### config.mk
export PLATFORM = sky130hd
export DESIGN_NAME = cfg_index_port
export DESIGN_NICKNAME = d
export VERILOG_FILES = /design/src/rtl/cfgport_pkg.sv /design/src/rtl/cfg_ctrl.sv /design/src/rtl/cfg_regs.sv /design/src/rtl/cfg_index_port.sv
export SDC_FILE = /design/constraint.sdc
export NUM_CORES = 1
export LEC_CHECK = 0
export ABC_AREA = 1
export CORE_MARGIN = 2
export CORE_UTILIZATION = 52
export CTS_BUF_LIST = sky130_fd_sc_hd__clkbuf_16
export CTS_CLUSTER_DIAMETER = 50
export DETAILED_ROUTE_END_ITERATION = 6
export PLACE_DENSITY_LB_ADDON = 0.3
export SYNTH_ARGS = -nofsm -noshare
export SYNTH_HDL_FRONTEND = slang
export SYNTH_SLANG_ARGS = --single-unit
### constraint.sdc
create_clock -name clk -period 2.75 [get_ports clk]
set_clock_uncertainty 0.1 [all_clocks]
set_input_delay 0.55 -clock clk [delete_from_list [all_inputs] [get_ports clk]]
set_output_delay 0.55 -clock clk [all_outputs]
set_load 0.005 [all_outputs]
### src/rtl/cfgport_pkg.sv
package cfgport_pkg;
  typedef enum logic [1:0] {
    ST_LOCKED = 2'd0,
    ST_HALF   = 2'd1,
    ST_OPEN   = 2'd2
  } unlock_e;

  typedef struct packed {
    logic open;
    logic idxLoad;
    logic dataWr;
  } cfg_strobe_t;

  localparam logic [7:0] IDX_DEVSEL   = 8'h07;
  localparam logic [7:0] IDX_CHIP_HI  = 8'h20;
  localparam logic [7:0] IDX_CHIP_LO  = 8'h21;
  localparam logic [7:0] IDX_VEND_HI  = 8'h23;
  localparam logic [7:0] IDX_VEND_LO  = 8'h24;
  localparam logic [7:0] IDX_PORTSEL  = 8'h26;
  localparam logic [7:0] IDX_BANK_LO  = 8'h30;
  localparam logic [7:0] IDX_DEV_EN   = 8'h30;
  localparam logic [7:0] IDX_BASE_HI  = 8'h60;
  localparam logic [7:0] IDX_BASE_LO  = 8'h61;
  localparam logic [7:0] IDX_IRQ_SEL  = 8'h70;
  localparam int         BANK_SLOTS   = 4;
endpackage

### src/rtl/cfg_ctrl.sv
module cfg_ctrl
  import cfgport_pkg::*;
#(
  parameter logic [7:0] UNLOCK_KEY = 8'h87,
  parameter logic [7:0] LOCK_KEY   = 8'hAA
) (
  input  logic        clk,
  input  logic        rstN,
  input  logic        busAddr,
  input  logic        busWr,
  input  logic [7:0]  busWdata,
  output cfg_strobe_t strb
);
  unlock_e state, stateNxt;
  logic idxWr, dataWrIn;

  assign idxWr    = busWr && !busAddr;
  assign dataWrIn = busWr && busAddr;

  always_comb begin
    stateNxt = state;
    unique case (state)
      ST_LOCKED: if (idxWr && busWdata == UNLOCK_KEY) stateNxt = ST_HALF;
      ST_HALF: begin
        if (idxWr) stateNxt = (busWdata == UNLOCK_KEY) ? ST_OPEN : ST_LOCKED;
        else if (dataWrIn) stateNxt = ST_LOCKED;
      end
      ST_OPEN: if (idxWr && busWdata == LOCK_KEY) stateNxt = ST_LOCKED;
      default: stateNxt = ST_LOCKED;
    endcase
  end

  always_ff @(posedge clk) begin
    if (!rstN) state <= ST_LOCKED;
    else       state <= stateNxt;
  end

  always_comb begin
    strb.open    = (state == ST_OPEN);
    strb.idxLoad = (state == ST_OPEN) && idxWr && (busWdata != LOCK_KEY);
    strb.dataWr  = (state == ST_OPEN) && dataWrIn;
  end
endmodule

### src/rtl/cfg_regs.sv
module cfg_regs
  import cfgport_pkg::*;
#(
  parameter int          NUM_DEV      = 4,
  parameter logic [15:0] CHIP_ID      = 16'h3C15,
  parameter logic [15:0] VENDOR_ID    = 16'h5A70,
  parameter logic [7:0]  PORT_SEL_RST = 8'h00
) (
  input  logic        clk,
  input  logic        rstN,
  input  cfg_strobe_t strb,
  input  logic        busAddr,
  input  logic        busRd,
  input  logic [7:0]  busWdata,
  output logic [7:0]  busRdata
);
  localparam int DEV_W = (NUM_DEV > 1) ? $clog2(NUM_DEV) : 1;

  logic [7:0] idxReg, devSel, portSel;
  logic [BANK_SLOTS-1:0][7:0] bankRow [NUM_DEV];
  logic       bankValid, slotHit;
  logic [1:0] slot;
  logic [DEV_W-1:0] devIdx;

  always_comb begin
    slotHit = 1'b1;
    slot    = 2'd0;
    unique case (idxReg)
      IDX_DEV_EN:  slot = 2'd0;
      IDX_BASE_HI: slot = 2'd1;
      IDX_BASE_LO: slot = 2'd2;
      IDX_IRQ_SEL: slot = 2'd3;
      default:     slotHit = 1'b0;
    endcase
  end

  assign bankValid = (int'(devSel) < NUM_DEV);
  assign devIdx    = devSel[DEV_W-1:0];

  always_ff @(posedge clk) begin
    if (!rstN) begin
      idxReg  <= 8'h00;
      devSel  <= 8'h00;
      portSel <= PORT_SEL_RST;
    end else begin
      if (strb.idxLoad) idxReg <= busWdata;
      if (strb.dataWr && idxReg == IDX_DEVSEL)  devSel  <= busWdata;
      if (strb.dataWr && idxReg == IDX_PORTSEL) portSel <= busWdata;
    end
  end

  for (genvar d = 0; d < NUM_DEV; d++) begin : g_bank
    for (genvar s = 0; s < BANK_SLOTS; s++) begin : g_slot
      always_ff @(posedge clk) begin
        if (!rstN) bankRow[d][s] <= 8'h00;
        else if (strb.dataWr && bankValid && slotHit &&
                 int'(devSel) == d && int'(slot) == s)
          bankRow[d][s] <= busWdata;
      end
    end
  end

  always_comb begin
    busRdata = 8'hFF;
    if (busRd && strb.open) begin
      if (!busAddr) busRdata = idxReg;
      else if (idxReg < IDX_BANK_LO) begin
        unique case (idxReg)
          IDX_DEVSEL:  busRdata = devSel;
          IDX_CHIP_HI: busRdata = CHIP_ID[15:8];
          IDX_CHIP_LO: busRdata = CHIP_ID[7:0];
          IDX_VEND_HI: busRdata = VENDOR_ID[15:8];
          IDX_VEND_LO: busRdata = VENDOR_ID[7:0];
          IDX_PORTSEL: busRdata = portSel;
          default:     busRdata = 8'h00;
        endcase
      end
      else if (!bankValid) busRdata = 8'hFF;
      else if (slotHit)    busRdata = bankRow[devIdx][slot];
      else                 busRdata = 8'h00;
    end
  end
endmodule

### src/rtl/cfg_index_port.sv
module cfg_index_port
  import cfgport_pkg::*;
#(
  parameter int          NUM_DEV      = 4,
  parameter logic [7:0]  UNLOCK_KEY   = 8'h87,
  parameter logic [7:0]  LOCK_KEY     = 8'hAA,
  parameter logic [15:0] CHIP_ID      = 16'h3C15,
  parameter logic [15:0] VENDOR_ID    = 16'h5A70,
  parameter logic [7:0]  PORT_SEL_RST = 8'h00
) (
  input  logic       clk,
  input  logic       rstN,
  input  logic       busAddr,
  input  logic       busWr,
  input  logic       busRd,
  input  logic [7:0] busWdata,
  output logic [7:0] busRdata
);
  cfg_strobe_t strb;
  logic cfgOpen;

  cfg_ctrl #(.UNLOCK_KEY(UNLOCK_KEY), .LOCK_KEY(LOCK_KEY)) u_ctrl (
    .clk(clk), .rstN(rstN), .busAddr(busAddr), .busWr(busWr),
    .busWdata(busWdata), .strb(strb)
  );

  cfg_regs #(.NUM_DEV(NUM_DEV), .CHIP_ID(CHIP_ID), .VENDOR_ID(VENDOR_ID),
             .PORT_SEL_RST(PORT_SEL_RST)) u_regs (
    .clk(clk), .rstN(rstN), .strb(strb), .busAddr(busAddr), .busRd(busRd),
    .busWdata(busWdata), .busRdata(busRdata)
  );

  assign cfgOpen = strb.open;
endmodule

==> results of run 1 <==
-- cells by family after synthesis --
logic type             synth area share
and+or+nand+nor                   0.325
DFF                               0.562
AOI/OAI and AO/OA                0.0582
buffers and inverters            0.0542
-- tightest hold or removal path, stage by stage (launching register included) --
cell and delay, ps:
dfxtp_1 300, inv_1 60, a21oi_1 60
-- per-layer routing --
metal	global-route usage	vias to the layer above	part of all wire	wire length [µm]
met1	0.385	3196	0.42	9310
met3	0.0485	56	0.070	1560
met4	0.0944	0	0.024	543
li1	-	3135	-	-
met5	0	-	0	0
met2	0.457	237	0.49	10900
-- cell usage after synthesis (all sizes together) --
| cell type | instances | area (µm²) |
|---|---|---|
| inv | 67 | 251 |
| nor2 | 148 | 714 |
| buf | 2 | 7.51 |
| edfxtp | 128 | 3840 |
| dfxtp | 28 | 561 |
| or2 | 2 | 12.5 |
| nand4 | 4 | 25.0 |
| nor3 | 6 | 75.1 |
| a21oi | 39 | 195 |
| o22ai | 3 | 18.8 |
| clkinv | 5 | 18.8 |
| a211oi | 1 | 7.51 |
| nand2 | 284 | 1090 |
| clkbuf | 39 | 146 |
| o21ai | 42 | 210 |
| o2111ai | 2 | 17.5 |
| nand3 | 95 | 591 |
| nand3b | 3 | 22.5 |
| nor3b | 1 | 7.51 |
| nor4 | 1 | 6.26 |
| a31oi | 1 | 6.26 |
-- final cells by class --
class	count	area [µm²]	share of cell area
multi-input cells	632	3330	0.334
repair buffers	108	1080	0.108
clock buffers	17	425	0.0427
flip-flops and latches	156	4420	0.444
clock inverters	14	203	0.0203
well taps	184	230	0.0231
inverters	72	285	0.0286
-- worst paths after layout --
kind | to | cells after the start | from | slack, ps
worst max-delay path | busRdata[6] | 16 | flip-flop | 3
worst min-delay path | u_regs.portSel[7] | 2 | u_regs.portSel[7] | 360
worst max register to register | u_regs.bankRow[2][22] | 9 | u_ctrl.state[1] | 360
worst min register to register | u_regs.portSel[7] | 2 | u_regs.portSel[7] | 360
-- repair_timing --
| action | in CTS | in global routing |
|---|---|---|
| cloned | 3 | 3 |
| pin swaps | 23 | 26 |
| setup endpoints to repair | 8 | 8 |
| resized for setup | 89 | 71 |
| setup buffers | 10 | 5 |
-- report_power, final --
| group | leakage [nW] | switching, mW | internal, mW | total (mW) |
|---|---|---|---|---|
| clock | 0.317 | 0.930 | 1.59 | 2.52 |
| combinational | 2.25 | 0.180 | 0.0799 | 0.260 |
| sequential | 1.53 | 0.0213 | 2.61 | 2.63 |
| total | 4.09 | 1.13 | 4.29 | 5.42 |
-- flip-flops by register name, indices dropped and copies added (netlist names), named ones only --
| register | count |
|---|---|
| u_regs.bankRow | 128 |
| u_regs.devSel | 8 |
| u_regs.idxReg | 8 |
| u_regs.portSel | 8 |
| u_ctrl.state | 2 |
-- stage by stage --
stage	setup TNS (ps)	total power [mW]	instance area, µm²	instances	setup slack, ps
after global routing	-556	5.55	9970	1183	-178
after CTS	-200	5.42	9690	1176	-55.6
final	0	5.42	9970	1183	2.54
after detailed placement	-365	2.93	8680	1133	-79.3
after floorplan	0	2.80	7830	901	42.1
after global placement	-583	2.92	8680	1133	-122
==> impl_metrics.json, run 1 <==
{
  "gr-total-overflow": 0,
  "antenna_found_initial": 0,
  "mostFrequentLayoutCell": "nand2_1",
  "path_buf_inv": 4,
  "layout_common_cells": "nand2_1, edfxtp_1, nor2_1",
  "num_antenna_cells": 0,
  "design.core.area_um2": 14600,
  "holdBufCountCts": 0,
  "syn_to_final_growth_pct": 27.3,
  "die_y_um": 127,
  "cp_slowest_cell": "dfxtp_4",
  "num_vias": 6624,
  "port_buffers": 20,
  "drt_iter0_drc": 740,
  "nets": 1000,
  "cts_made_buffers": 17,
  "drv_cap": 0,
  "hold_ws_ps": 355,
  "rsz0062_at_grt": "yes",
  "path_cells": "buf_4 > buf_12 > nand2_1 > nand3_1 > nand2_1 > nand2_2 > nand2_1 > inv_1 > nand2_1 > nand2_1 > nand2_1 > nand2_1 > nand2_1 > nand2_1 > nand2_1 > buf_2",
  "tritoncts": "built",
  "syn_inst": 901,
  "timing.fmax_ghz": 0.364,
  "yosys_warnings": 0,
  "clock_sinks": 156,
  "hp-class": "flip-flop to flip-flop",
  "critPathCaptureType": "output pin",
  "worstPathRequired_ps": 2100,
  "dr.pass1.iters": 5,
  "cp_slowest_stage_delay_ps": 420,
  "dieArea_um2": 16100,
  "cp_max_fo": 16,
  "drt_wl_total_um": 22300,
  "rows": 44,
  "ir_worst_vdd_uv": 401,
  "finalWeightedCongestion": 0.969,
  "avgRoutedWirePerCell_um": 18.8,
  "finalCritPeriodShare": 0.999,
  "post-route-min-period_ps": 2750,
  "syn_area_um2": 7830,
  "seq_area_frac_synth": 0.562,
  "synth_cell_types": 31,
  "crit_type": "flip-flop to output pin",
  "ctsHtreeMaxLevel": 4,
  "hold_violations": 0,
  "syn_nets": 914,
  "p_leak_nw": 4.09,
  "ys_seq_elements": 156,
  "post-route-util": 0.681,
  "viasPerCell": 5.60,
  "initial_core_util": 0.535,
  "cp_common_cell": "nand2_1",
  "status": "finished clean",
  "grt_max_degree": 33,
  "clockRootBuffer": "clkbuf_16",
  "die_w_um": 127,
  "track_usage": 0.280,
  "clk_pin_slew_ps": 60,
  "ant_nets": 0,
  "clk_latency_ps": 430,
  "tightest_slew_ps": 678,
  "setup_viol": 0,
  "cp-start-kind": "flip-flop",
  "grt_pass1_vias": 6296,
  "dp_hpwl_um": 14000,
  "clockBufferDepth": 2,
  "fill_cells": 1112,
  "relSlewSlack": 0.548,
  "slew_viol_final": 0,
  "route.detailed.drc": 0,
  "cp_top_family": "simple AND/OR/NAND/NOR gates",
  "final_layout_size_suffix_gt1_frac": 0.300,
  "io_pins": 21,
  "crit_arrival_ps": 2100,
  "grt_pass1_wl_um": 33700,
  "powerDensity_nw_per_um2": 543,
  "syn_avg_cell_area_um2": 8.69
}
(Power assumes the default switching activity.)
==> inputs of run 2 (changes only) <==
--- a/config.mk
+++ b/config.mk
@@ -7,7 +7,7 @@
 export LEC_CHECK = 0
 export ABC_AREA = 1
 export CORE_MARGIN = 2
-export CORE_UTILIZATION = 52
+export CORE_UTILIZATION = 40
 export CTS_BUF_LIST = sky130_fd_sc_hd__clkbuf_16
 export CTS_CLUSTER_DIAMETER = 50
 export DETAILED_ROUTE_END_ITERATION = 6
==> run 2 against run 1 <==
Effect of this change:
- register-to-register slack improved by 120 ps
- critical path depth did not move
- final cell count rose by 7.0%
- via count fell by 3.8%
- sequential power barely moved
- worst setup slack improved by 22 ps
==> impl_metrics.json, run 2 (synthesis gave the netlist of run 1 again) <==
{
  "status": "finished clean",
  "post_dp_cell_area_um2": 8880,
  "drt_iter0_drc": 447,
  "cp_slowest_cell": "dfxtp_4",
  "setup_viol": 0,
  "post-route-min-period_ps": 2730,
  "post-route-util": 0.506,
  "path_cells": "inv_8 > buf_12 > nand2_1 > nand3_1 > nand2_2 > nand2_1 > nand2_1 > inv_1 > nand2_1 > nand2_1 > nand2_1 > nand2_1 > nand2_1 > nand2_1 > nand2_1 > buf_2",
  "p_int_mw": 4.06,
  "worstPathRequired_ps": 2100,
  "ant_nets": 0,
  "port_buffers": 20,
  "crit_arrival_ps": 2080,
  "p_seq_frac": 0.504,
  "num_antenna_cells": 0,
  "ir_worst_vdd_uv": 445,
  "cp_common_cell": "nand2_1",
  "slew_viol_final": 0,
  "regArea_um2": 4420,
  "critPathCaptureType": "output pin",
  "die_y_um": 144,
  "rsz0062_at_grt": "yes",
  "dp.cells": 1225,
  "drt_wl_total_um": 21200,
  "dp_hpwl_um": 14600,
  "final_cells": 1266,
  "rows": 51,
  "p_leak_nw": 4.02,
  "swShare": 0.223,
  "viasPerCell": 5.03,
  "route.detailed.drc": 0,
  "layout_common_cells": "nand2_1, edfxtp_1, nor2_1",
  "cts_made_buffers": 17,
  "fin_area_um2": 9780,
  "powerDensity_nw_per_um2": 534,
  "initial_core_util": 0.405,
  "dp_worst_setup_slack_ps": -47.0,
  "ctsHtreeMaxLevel": 4,
  "path_buf_inv": 4,
  "num_vias": 6374,
  "dr.pass1.iters": 5,
  "design.core.area_um2": 19300,
  "largest-register": "u_regs.bankRow",
  "final.setup.worst_slack_ps": 24.2,
  "hp-class": "flip-flop to flip-flop",
  "tritoncts": "built",
  "r2r_slack_ps": 480,
  "track_usage": 0.215,
  "timing.fmax_ghz": 0.367,
  "hold_violations": 0,
  "largest_reg_flops": 128,
  "grt_pass1_wl_um": 32900,
  "clockPowerShare": 0.449,
  "finalCritPeriodShare": 0.991,
  "die_w_um": 144,
  "nets": 1001,
  "gr-total-overflow": 0,
  "mostFrequentLayoutCell": "nand2_1",
  "grt_pass1_vias": 6096,
  "finalWeightedCongestion": 0.925,
  "dieArea_um2": 20700,
  "relSlewSlack": 0.415,
  "cp_max_fo": 18,
  "fill_cells": 1857,
  "tightest_slew_ps": 872,
  "p_sw_mw": 1.17,
  "multiInputGateArea_um2": 3180,
  "r2r-start": "u_regs.idxReg[6]",
  "pwr-share-comb": 0.047,
  "avgRoutedWirePerCell_um": 16.8,
  "drv_cap": 0,
  "hold_path.startpoint": "u_regs.portSel[5]",
  "io_pins": 21,
  "cp-start-kind": "flip-flop",
  "antenna_found_initial": 0,
  "cp_top_family": "simple AND/OR/NAND/NOR gates",
  "grt_max_degree": 31,
  "cp_slowest_stage_delay_ps": 450,
  "final_layout_size_suffix_gt1_frac": 0.264,
  "syn_to_final_growth_pct": 25.0,
  "clockRootBuffer": "clkbuf_16",
  "holdBufCountCts": 0,
  "clockBufferDepth": 2,
  "clk_latency_ps": 430,
  "crit_type": "flip-flop to output pin",
  "clock_sinks": 156,
  "clk_pin_slew_ps": 70
}
## run 2: repair_timing
action | in CTS | in global routing
setup buffers | 7 | 1
cloned | 1 | 1
setup endpoints to repair | 8 | 8
resized for setup | 53 | 59
endpoints found under the hold margin | 0 | 0
pin swaps | 15 | 23
## run 2: final timing paths
path / to / depth (start not counted)
worst max-delay path: busRdata[6] / 16
worst max register to register: u_regs.bankRow[2][19] / 13
worst min register to register: u_regs.portSel[5] / 2
worst min-delay path: u_regs.portSel[5] / 2
## run 2: layer usage
metal	share of wire	track usage
met3	0.041	0.0403
met5	0	0
met2	0.48	0.351
met1	0.46	0.294
met4	0.015	0.0614
## run 2: power by group through the flow
stage	logic (mW)	registers, mW	clock network [mW]
floorplan	0.122	2.68	0
global placement	0.241	2.68	0
detailed placement	0.243	2.69	0
CTS	0.244	2.63	2.38
global route	0.269	2.64	2.48
finish	0.248	2.63	2.34
## run 2: worst register-to-register path, stage by stage (launching register included)
cell and delay, ps:
dfxtp_2 330, buf_6 100, inv_4 30, nor2_4 110, nand2_2 80, nor2_4 140, buf_12 150, nor2_4 60
nand2_8 100, nand2_4 100, nor3_4 150, buf_4 180, nand3_1 270, nor2_1 200
## run 2: layout make-up
class	count	area share
clock buffer	21	0.0537
clock inverter	11	0.00742
inverter	72	0.0286
multi-input combinational	632	0.325
sequential	156	0.451
tap	265	0.0339
timing repair buffer	109	0.100
## run 2: stage by stage
step	hold WS [ps]	setup TNS (ps)	total power [mW]
6_report	353	0	5.23
5_1_grt	364	-884	5.39
4_1_cts	351	-466	5.26
3_5_place_dp	341	-190	2.93
3_3_place_gp	339	-88.1	2.92
2_1_floorplan	325	0	2.80
==> inputs of run 3 (changes only) <==
--- a/config.mk
+++ b/config.mk
@@ -8,7 +8,6 @@
 export ABC_AREA = 1
 export CORE_MARGIN = 2
 export CORE_UTILIZATION = 40
-export CTS_BUF_LIST = sky130_fd_sc_hd__clkbuf_16
 export CTS_CLUSTER_DIAMETER = 50
 export DETAILED_ROUTE_END_ITERATION = 6
 export PLACE_DENSITY_LB_ADDON = 0.3
==> run 3 against run 2 <==
Effect of this change:
- clock power grew 2%
- die area is the same
- register-to-register slack about the same
- first-iteration DRC count up 8.7%
- global-route usage unchanged
- cell area rose by 0.10%
- critical path depth shrank 1
- utilization is 0.052 points higher
- final cell count stayed put
- sequential power barely moved
- via count is essentially flat
- critical path type unchanged
- critical endpoint unchanged
- largest power group unchanged
==> impl_metrics.json, run 3 (synthesis gave the netlist of run 1 again) <==
{
  "clock_sinks": 156,
  "hold_violations": 0,
  "clockRootBuffer": "clkbuf_16",
  "crit_type": "flip-flop to output pin",
  "ir_worst_vdd_uv": 446,
  "io_pins": 21,
  "crit_path_end": "busRdata[6]",
  "finalWeightedCongestion": 0.925,
  "mostFrequentLayoutCell": "nand2_1",
  "final_layout_size_suffix_gt1_frac": 0.264,
  "port_buffers": 20,
  "post-route-util": 0.507,
  "nets": 1001,
  "grt_pass1_wl_um": 33000,
  "dp.cells": 1225,
  "status": "finished clean",
  "hp-class": "flip-flop to flip-flop",
  "die_w_um": 144,
  "ant_nets": 0,
  "setup_viol": 0,
  "multiInputGateArea_um2": 3180,
  "clk_latency_ps": 430,
  "slew_viol_final": 0,
  "holdBufCountCts": 0,
  "rsz0062_at_grt": "yes",
  "route.detailed.drc": 0,
  "num_antenna_cells": 0,
  "layout_common_cells": "nand2_1, edfxtp_1, nor2_1",
  "tightest_slew_ps": 884,
  "clk_pin_slew_ps": 70,
  "crit_arrival_ps": 2070,
  "relSlewSlack": 0.407,
  "tritoncts": "built",
  "fill_cells": 1856,
  "powerDensity_nw_per_um2": 537,
  "drt_iter0_drc": 486,
  "track_usage": 0.215,
  "cts_made_buffers": 17,
  "dr.pass1.iters": 5,
  "dp_hpwl_um": 14600,
  "drv_cap": 0,
  "drt_wl_total_um": 21200,
  "r2r_slack_ps": 490,
  "rows": 51,
  "worstPathRequired_ps": 2100,
  "r2r-end": "u_regs.bankRow[2][19]",
  "cp-start-kind": "flip-flop",
  "final_cells": 1266,
  "cp_max_fo": 24,
  "antenna_found_initial": 0,
  "reg2reg_depth": 13,
  "largest_reg_flops": 128,
  "die_y_um": 144,
  "initial_core_util": 0.405,
  "grt_pass1_vias": 6095,
  "post-route-min-period_ps": 2720,
  "grt_max_degree": 31,
  "largest-register": "u_regs.bankRow",
  "syn_to_final_growth_pct": 25.1,
  "regArea_um2": 4420,
  "dp_worst_setup_slack_ps": -47.0,
  "avgRoutedWirePerCell_um": 16.8,
  "p_leak_nw": 4.02,
  "finalCritPeriodShare": 0.990,
  "gr-total-overflow": 0,
  "hold_ws_ps": 353,
  "viasPerCell": 5.04,
  "dieArea_um2": 20700,
  "timing.fmax_ghz": 0.367,
  "critPathCaptureType": "output pin",
  "ctsHtreeMaxLevel": 4,
  "final.setup.worst_slack_ps": 28.3,
  "num_vias": 6375,
  "r2r-start": "u_regs.idxReg[6]",
  "total_power_mw": 5.26,
  "design.core.area_um2": 19300,
  "clockBufferDepth": 2
}
run 3: changes by cell type in the layout (fill, tap and decap cells not counted):
cell,delta
clkbuf_8,+1
inv_2,-1
run 3: worst min path at each step:
stage          slack (ps)  depth (start not counted)         startpoint                end
5_1_grt               360                          2  u_regs.portSel[5]  u_regs.portSel[5]
3_3_place_gp          340                          2  u_regs.portSel[5]  u_regs.portSel[5]
4_1_cts               350                          2  u_regs.portSel[5]  u_regs.portSel[5]
6_report              350                          2  u_regs.portSel[5]  u_regs.portSel[5]
3_5_place_dp          340                          2  u_regs.portSel[5]  u_regs.portSel[5]
2_1_floorplan         320                          2  u_regs.portSel[1]  u_regs.portSel[1]
run 3: power by group:
group          switching, mW  internal [mW]  leakage [nW]
clock                  0.975           1.40         0.311
combinational          0.174         0.0735          2.18
sequential            0.0189           2.62          1.52
run 3: worst max-delay path, cell delays in order, from the launching register on:
cell and delay (ps):
dfxtp_1 390, inv_1 120, buf_12 180, nand3_1 120, nand2_2 90, nand2_1 70, nand2_1 60, inv_1 70
nand2_1 60, nand2_1 50, nand2_1 50, nand2_1 70, nand2_1 60, nand2_1 70, nand2_1 40, buf_2 120
run 3: layout make-up:
class,instances,share of cell area
clock buffer,22,0.0551
clock inverter,10,0.00703
inverter,72,0.0286
multi-input combinational,632,0.324
sequential,156,0.451
tap,265,0.0339
timing repair buffer,109,0.100
run 3: what timing repair did:
action / in CTS / in global routing
resized for setup: 53 / 59
pin swaps: 15 / 23
setup endpoints to repair: 8 / 8
cloned: 1 / 1
buffers inserted: 7 / 1
run 3: routing by layer:
| metal | global-route usage | vias up | wire [µm] |
|---|---|---|---|
| met1 | 0.294 | 3088 | 9920 |
| met3 | 0.0403 | 22 | 720 |
| met2 | 0.351 | 124 | 10200 |
| met4 | 0.0614 | 0 | 329 |
| li1 | - | 3141 | - |
| met5 | 0 | - | 0 |
run 3: per-stage QoR:
| stage | setup TNS [ps] | cell area [µm²] |
|---|---|---|
| 2_1_floorplan | 0 | 7830 |
| 5_1_grt | -884 | 9790 |
| 4_1_cts | -466 | 9600 |
| 3_3_place_gp | -88.1 | 8880 |
| 6_report | 0 | 9790 |
| 3_5_place_dp | -190 | 8880 |
